===== config.mk =====
export PLATFORM = sky130hd
export DESIGN_NAME = upset_harness
export DESIGN_NICKNAME = d
export VERILOG_FILES = /design/src/rtl/harness_pkg.sv /design/src/rtl/pattern_gen.sv /design/src/rtl/shift_chain.sv /design/src/rtl/chain_monitor.sv /design/src/rtl/cfg_monitor.sv /design/src/rtl/upset_harness.sv
export SDC_FILE = /design/constraint.sdc
export NUM_CORES = 1
export LEC_CHECK = 0
export CORE_MARGIN = 1
export CORE_UTILIZATION = 45
export CTS_BUF_LIST = sky130_fd_sc_hd__clkbuf_16
export CTS_CLUSTER_DIAMETER = 200
export CTS_CLUSTER_SIZE = 28
export DETAILED_ROUTE_END_ITERATION = 16
export DONT_BUFFER_PORTS = 1
export PLACE_DENSITY = 0.65
export SLEW_MARGIN = 0
export SYNTH_ARGS = -nofsm -noshare
export SYNTH_HDL_FRONTEND = slang
export SYNTH_HIERARCHICAL = 1
export SYNTH_SLANG_ARGS = --single-unit

===== constraint.sdc =====
create_clock -name clk -period 3.3 [get_ports clk]
set_input_delay 0.33 -clock clk [delete_from_list [all_inputs] [get_ports clk]]
set_output_delay 0.33 -clock clk [all_outputs]
set_load 0.05 [all_outputs]

===== src/rtl/harness_pkg.sv =====
// Package harness_pkg
// Shared pattern encoding and the pattern-bit function used by the upset
// harness. Assumes a two-bit pattern select; the spare code reads as zeros.
package harness_pkg;

    typedef enum logic [1:0] {
        PAT_ZERO  = 2'b00,
        PAT_ONE   = 2'b01,
        PAT_CHECK = 2'b10,
        PAT_SPARE = 2'b11
    } pat_e;

    // Bit produced by a pattern for a given checkerboard phase.
    function automatic logic pat_bit(pat_e mode, logic phase);
        case (mode)
            PAT_ONE:   return 1'b1;
            PAT_CHECK: return phase;
            default:   return 1'b0;
        endcase
    endfunction

endpackage


===== src/rtl/pattern_gen.sv =====
// Module pattern_gen
// Produces the lane input bit and the expected lane output bit. Also
// produces the armed signal, which allows comparison once the lanes have
// refilled. The checkerboard phase runs freely. A copy of the phase goes
// through a delay line of DEPTH flops, so the expected bit lines up with
// the lane outputs. Assumes DEPTH >= 2 and that pat_sel changes only
// between clock edges.
module pattern_gen
    import harness_pkg::*;
#(
    parameter int DEPTH = 500
) (
    input  logic       clk,
    input  logic       rst_n,
    input  logic [1:0] pat_sel,
    output logic       src_bit,
    output logic       exp_bit,
    output logic       armed
);
    localparam int             WW    = $clog2(DEPTH + 1);
    localparam logic [WW-1:0]  WFULL = WW'(DEPTH);

    pat_e              mode_q;
    logic              phase;
    logic [DEPTH-1:0]  phase_line;
    logic [WW-1:0]     warm_cnt;

    // Phase toggle, phase delay line, registered mode and warm-up count.
    always_ff @(posedge clk) begin
        if (!rst_n) begin
            mode_q     <= PAT_ZERO;
            phase      <= 1'b0;
            phase_line <= '0;
            warm_cnt   <= '0;
        end else begin
            phase      <= ~phase;
            phase_line <= {phase_line[DEPTH-2:0], phase};
            mode_q     <= pat_e'(pat_sel);
            if (pat_sel != mode_q)
                warm_cnt <= '0;
            else if (warm_cnt != WFULL)
                warm_cnt <= warm_cnt + 1'b1;
        end
    end

    // Lane input now, and the value expected at the lane outputs.
    always_comb begin
        src_bit = pat_bit(mode_q, phase);
        exp_bit = pat_bit(mode_q, phase_line[DEPTH-1]);
        armed   = (warm_cnt == WFULL);
    end

endmodule


===== src/rtl/shift_chain.sv =====
// Module shift_chain
// One lane of DEPTH flip-flop stages. With TRIPLE = 0 it is a plain
// chain. With TRIPLE = 1 each stage holds three copies, and the next stage
// loads the bitwise two-of-three vote of the current stage. The output is
// the vote of the last stage. Assumes DEPTH >= 2.
module shift_chain #(
    parameter int DEPTH  = 500,
    parameter bit TRIPLE = 1'b0
) (
    input  logic clk,
    input  logic rst_n,
    input  logic din,
    output logic dout
);
    logic [DEPTH-1:0] stg_a;

    if (TRIPLE) begin : g_tmr
        logic [DEPTH-1:0] stg_b;
        logic [DEPTH-1:0] stg_c;
        logic [DEPTH-1:0] vote;

        // Two-of-three vote of every stage.
        assign vote = (stg_a & stg_b) | (stg_a & stg_c) | (stg_b & stg_c);

        // All three copies shift the voted value forward.
        always_ff @(posedge clk) begin
            if (!rst_n) begin
                stg_a <= '0;
                stg_b <= '0;
                stg_c <= '0;
            end else begin
                stg_a <= {vote[DEPTH-2:0], din};
                stg_b <= {vote[DEPTH-2:0], din};
                stg_c <= {vote[DEPTH-2:0], din};
            end
        end

        assign dout = vote[DEPTH-1];
    end else begin : g_plain
        // Plain shift of the single copy.
        always_ff @(posedge clk) begin
            if (!rst_n) stg_a <= '0;
            else        stg_a <= {stg_a[DEPTH-2:0], din};
        end

        assign dout = stg_a[DEPTH-1];
    end

endmodule


===== src/rtl/chain_monitor.sv =====
// Module chain_monitor
// Checks one lane output against the expected bit while armed. It counts
// every wrong bit in a saturating counter. It sets a sticky failure flag
// once FAIL_RUN wrong bits arrive back to back. Clear wins over detection.
// Assumes FAIL_RUN >= 1.
module chain_monitor #(
    parameter int CNT_W    = 16,
    parameter int FAIL_RUN = 16
) (
    input  logic             clk,
    input  logic             rst_n,
    input  logic             clr,
    input  logic             armed,
    input  logic             dout,
    input  logic             exp_bit,
    output logic [CNT_W-1:0] err_cnt,
    output logic             fail
);
    localparam int               RW       = $clog2(FAIL_RUN + 1);
    localparam logic [RW-1:0]    RUN_LAST = RW'(FAIL_RUN - 1);
    localparam logic [RW-1:0]    RUN_TOP  = RW'(FAIL_RUN);
    localparam logic [CNT_W-1:0] CNT_TOP  = '1;

    logic [RW-1:0] run_len;
    logic          wrong;

    // A compared bit that disagrees with the pattern.
    assign wrong = armed & (dout ^ exp_bit);

    // Error count, consecutive-error run and sticky failure flag.
    always_ff @(posedge clk) begin
        if (!rst_n || clr) begin
            err_cnt <= '0;
            run_len <= '0;
            fail    <= 1'b0;
        end else if (wrong) begin
            if (err_cnt != CNT_TOP) err_cnt <= err_cnt + 1'b1;
            if (run_len != RUN_TOP) run_len <= run_len + 1'b1;
            if (run_len == RUN_LAST) fail   <= 1'b1;
        end else begin
            run_len <= '0;
        end
    end

endmodule


===== src/rtl/cfg_monitor.sv =====
// Module cfg_monitor
// Watches for loss of configuration. A low done level sets a sticky
// loss flag. A canary passes straight through, and any difference between
// it and its returning copy sets a sticky degradation flag. Clear wins.
module cfg_monitor (
    input  logic clk,
    input  logic rst_n,
    input  logic clr,
    input  logic done_in,
    input  logic canary_in,
    input  logic canary_back,
    output logic canary_out,
    output logic cfg_lost,
    output logic cfg_degraded
);
    // Feed-through path for the canary.
    assign canary_out = canary_in;

    // Sticky configuration flags.
    always_ff @(posedge clk) begin
        if (!rst_n || clr) begin
            cfg_lost     <= 1'b0;
            cfg_degraded <= 1'b0;
        end else begin
            cfg_lost     <= cfg_lost | ~done_in;
            cfg_degraded <= cfg_degraded | (canary_back ^ canary_in);
        end
    end

endmodule


===== src/rtl/upset_harness.sv =====
// Module upset_harness
// Top of the upset test vehicle. One pattern source feeds LANES lanes.
// The lower half are plain and the upper half triplicated. Each lane has
// its own monitor, and one block watches the configuration signals.
// Assumes LANES is even and DEPTH >= 2.
module upset_harness #(
    parameter int LANES    = 8,
    parameter int DEPTH    = 500,
    parameter int FAIL_RUN = 16,
    parameter int CNT_W    = 16
) (
    input  logic                   clk,
    input  logic                   rst_n,
    input  logic                   clr,
    input  logic [1:0]             pat_sel,
    input  logic                   done_in,
    input  logic                   canary_in,
    input  logic                   canary_back,
    output logic                   canary_out,
    output logic [LANES-1:0]       chain_out,
    output logic [LANES*CNT_W-1:0] err_cnt,
    output logic [LANES-1:0]       fail_flags,
    output logic                   cfg_lost,
    output logic                   cfg_degraded
);
    localparam int PLAIN_LANES = LANES / 2;

    logic src_bit;
    logic exp_bit;
    logic armed;

    pattern_gen #(.DEPTH(DEPTH)) u_pat (
        .clk     (clk),
        .rst_n   (rst_n),
        .pat_sel (pat_sel),
        .src_bit (src_bit),
        .exp_bit (exp_bit),
        .armed   (armed)
    );

    for (genvar i = 0; i < LANES; i++) begin : g_lane
        shift_chain #(
            .DEPTH  (DEPTH),
            .TRIPLE (i >= PLAIN_LANES)
        ) u_chain (
            .clk   (clk),
            .rst_n (rst_n),
            .din   (src_bit),
            .dout  (chain_out[i])
        );

        chain_monitor #(
            .CNT_W    (CNT_W),
            .FAIL_RUN (FAIL_RUN)
        ) u_mon (
            .clk     (clk),
            .rst_n   (rst_n),
            .clr     (clr),
            .armed   (armed),
            .dout    (chain_out[i]),
            .exp_bit (exp_bit),
            .err_cnt (err_cnt[i*CNT_W +: CNT_W]),
            .fail    (fail_flags[i])
        );
    end

    cfg_monitor u_cfg (
        .clk          (clk),
        .rst_n        (rst_n),
        .clr          (clr),
        .done_in      (done_in),
        .canary_in    (canary_in),
        .canary_back  (canary_back),
        .canary_out   (canary_out),
        .cfg_lost     (cfg_lost),
        .cfg_degraded (cfg_degraded)
    );

endmodule


==> impl_results.md <==
* Number of CTS-inserted buffers at between 150 and 200
* Critical path, cell by cell: inv_1 -> ha_1 -> nor2_4 -> buf_12 -> xor2_2 -> nand4_2 -> or4_1 -> a21oi_1
* Clock group share of total power at roughly a third
* Hold WC Path Type: in2reg
* Final setup TNS at 0 ns
* Initial Util at between 40% and 50%
* Clock sinks at 4690
* Syn Area/Cell at 12.65 um^2
* Crit path kind: reg2reg
* Largest net degree at the start of global routing at 300
* Required @ worst endpoint at 4.03 ns
* Total congestion overflow at 0
* Worst hold path cell count at 2
* Critical path startpoint category: register
* Synth area leader: dfxtp_1
* Sw Ratio at about a fifth
* Commonest cells after routing, fill and taps aside: 4690 x dfxtp_1, 2591 x and2_2, 1919 x and2_1
* Initial antenna violation count at 7
* Synth top area share at 70.24%
* Global-route wire length before repair at roughly 300 mm
* Maxcap violations at 0
* Status: finished, final reports clean
* Number of global-route vias before repair at 60873
* FFs w/ async S/R, synth at 0%
* Number of port buffers at 0
* Adder-Cell Fraction of Synth Area at less than 1%
* Io pins at 155
* EDFF count, synth at 0
* Critical path peak fanout at 12
* Nets at 10401
* Final setup viols at 0
* Synth Flop Type: dfxtp_1
* RD Place Congestion at between 0.8 and 0.9
* Die footprint at approximately 300000 um^2
* Power Density at ~590 nW/um^2
* CTS tree: done
* Syn Std Cell Area at 133700 um^2
* Slowest stage delay, CP at around 0.6 ns
* Synth Instances at ~11000
* Clock transition at path regs at around 0.11 ns
* Critical path arrival at 3.52 ns
* Post-Synth XOR/XNOR Area at less than 1%
* Fillers at 25908
* FMAX at 359.1 MHz
* Sequential power share at 67.3%
* WHS at approximately 0.11 ns
* RSZ-0062 raised after global routing: false
* Peak VDD IR at between 0.0003 and 0.0004 V
* Total GRT Usage at a little under an eighth
* DR pass1 iterations at 7
* Max stage delay cell, worst path: or4_1
* DR vias at approximately 62000
* Synth Area in Compound Gates at about 1.4%
* Overall Power at ~84 mW
* Die X-Extent at 547.0 um
* Post-Route WL at between 150 and 200 mm
* Later-pin clock latency in the skew report at 0.89 ns
* Layout Skew at roughly 0.068 ns
* DRT iter0 DRCs at 3471
* Die Ht at ~550 um
* Sequential element share of the synthesized area at between 70% and 80%
* Drt drc at 0
* Largest family of logic cells by synthesized area: simple AND/OR/NAND/NOR gates
* Syn Nets at approximately 11000
* Slew Viols, Final at 0
* CTS H-tree depth at 4
* CTS max path bufs at 4
* Antenna viol nets, final at 0
* Leak pwr at between 50 and 60 nW
* Final worst path period share at a little over four fifths
* WL/cell at ~12 um
* Placed wire-length estimate at 94.27 mm
* NetSw at 16.63 mW
* R2R cell count at 8
* Worst slew pin tran at between 0.9 and 1 ns
* YS warnings at 6
* Final hold vios at 0
* Slew margin rel. at about a third
* CTS resizes at 0
* Share of layout cells above drive strength 1 at roughly 29%
* FF+latch count, synth at about 4700
* Critical Path Sink Type: register
* Core box area at just under 300000 um^2
* Most common cell after layout, fill and taps aside: dfxtp_1
* CTS root buf: clkbuf_16
* Area delta synth->final at 6.342%
* Comb power frac at under 10%
* Min Tclk post-route at roughly 2.8 ns
* Site Rows at between 150 and 200
* Mux contribution to synthesized area at less than 1%
* Via/cell ratio at between 4 and 5
* Top post-synthesis cells by area: dfxtp_1 70%, and2_2 15%, and2_1 9.0%, clkbuf_2 1.5%, a21oi_1 0.44%
* Distinct cells, synth at 50
* Simple-gate share of the synthesized area at between 20% and 30%
* Internal Power at between 60 and 70 mW
-- flip-flops by register name (all words and copies together), names as in the netlist --
| name | count |
|---|---|
| g_lane.u_mon/err_cnt | 128 |
| u_pat/phase | 1 |
| g_lane.u_chain/stg_a | 2000 |
| g_lane.u_mon/run_len | 40 |
| u_cfg/cfg_lost | 1 |
| g_lane.u_chain/g_tmr.stg_c | 2000 |
| u_pat/warm_cnt | 9 |
| u_pat/phase_line | 500 |
| g_lane.u_mon/fail | 8 |
| u_cfg/cfg_degraded | 1 |
| u_pat/mode_q | 2 |
-- path summary, 6_finish.rpt --
check / start / to / slack, ns
setup / recovery: u_pat/mode_q[0]$_SDFF_PN0_ / g_lane[1].u_mon/err_cnt[7]$_SDFFE_PP0P_ / 0.52
hold / removal: clr / g_lane[4].u_mon/err_cnt[13]$_SDFFE_PP0P_ / 0.11
setup reg to reg: u_pat/mode_q[0]$_SDFF_PN0_ / g_lane[1].u_mon/err_cnt[7]$_SDFFE_PP0P_ / 0.52
hold reg to reg: g_lane[7].u_chain/g_tmr.stg_c[1]$_SDFF_PN0_ / g_lane[7].u_chain/g_tmr.stg_c[2]$_SDFF_PN0_ / 0.37
-- routing by layer --
metal  track usage, %  share of wire, %  vias up
met1            16.08                50    28750
met4            3.839               3.1        2
met3            2.111               3.8      345
met2            18.14                43      672
li1                 -                 -    31892
met5                0            0.0075        -
-- per-stage QoR --
step / instances / worst slack, ns / util (%) / instance area, um^2
finish: 14287 / 0.5151 / 48.22 / 142200
global route: 14286 / 0.3279 / 48.22 / 142200
CTS: 14281 / 0.4958 / 48.21 / 142100
detailed placement: 14070 / 0.5523 / 46.50 / 137100
global placement: 14070 / 0.6706 / 46.50 / 137100
floorplan: 10564 / 0.1458 / - / 133700
-- worst max-delay path, delay by kind of cell, from the launching register on --
| kind | cells | cell delay, ns |
|---|---|---|
| flip-flops | 1 | 0.39 |
| buffers and inverters | 2 | 0.27 |
| XOR/XNOR | 1 | 0.29 |
| AO/OA/AOI/OAI | 1 | 0.22 |
| adder cells (fa/ha/maj) | 1 | 0.34 |
| AND/OR/NAND/NOR | 3 | 1.12 |
-- layout make-up --
| class | instances | area [um^2] | share of cell area (%) |
|---|---|---|---|
| Multi-Input combinational cell | 5299 | 36920 | 25.97 |
| Antenna cell | 6 | 15.01 | 0.01056 |
| Tap cell | 3919 | 4903 | 3.449 |
| Clock buffer | 195 | 4880 | 3.433 |
| Inverter | 55 | 206.4 | 0.1452 |
| Sequential cell | 4690 | 93890 | 66.05 |
| Timing Repair Buffer | 118 | 1281 | 0.9013 |
| Clock inverter | 5 | 58.81 | 0.04137 |
-- power by group through the flow --
stage                     Clock (mW)  Sequential, mW  Combinational [mW]
after floorplan                    0            57.9               0.687
after global placement             0            57.9               0.803
after detailed placement           0            57.9               0.836
after CTS                       28.1            56.6               0.864
after global routing            30.1            56.6               0.961
final                           26.6            56.6               0.821
-- cells in the mapped netlist, drive strengths merged (31+ instances only) --
| cell | n |
|---|---|
| a21oi | 117 |
| nand3 | 31 |
| o21ai | 41 |
| nand4 | 50 |
| clkbuf | 499 |
| or3 | 38 |
| dfxtp | 4690 |
| or4 | 51 |
| inv | 55 |
| nor2 | 45 |
| ha | 36 |
| nand2 | 76 |
| and2 | 4510 |
| and3 | 38 |
| o31ai | 48 |
-- logic make-up after synthesis --
family / Yosys count
AND/OR/NAND/NOR: 4929
flip-flops: 4690
buffers and inverters: 575
AO/OA/AOI/OAI: 288
XOR/XNOR: 37
adder cells (fa/ha/maj): 36
multiplexers: 9
-- what timing repair did --
action                                 in CTS  in global routing
endpoints found under the hold margin     160                  0
setup endpoints to repair                   0                  0
hold buffers                               11                  0
setup buffers                               0                  0
(Power assumes the default switching activity.)
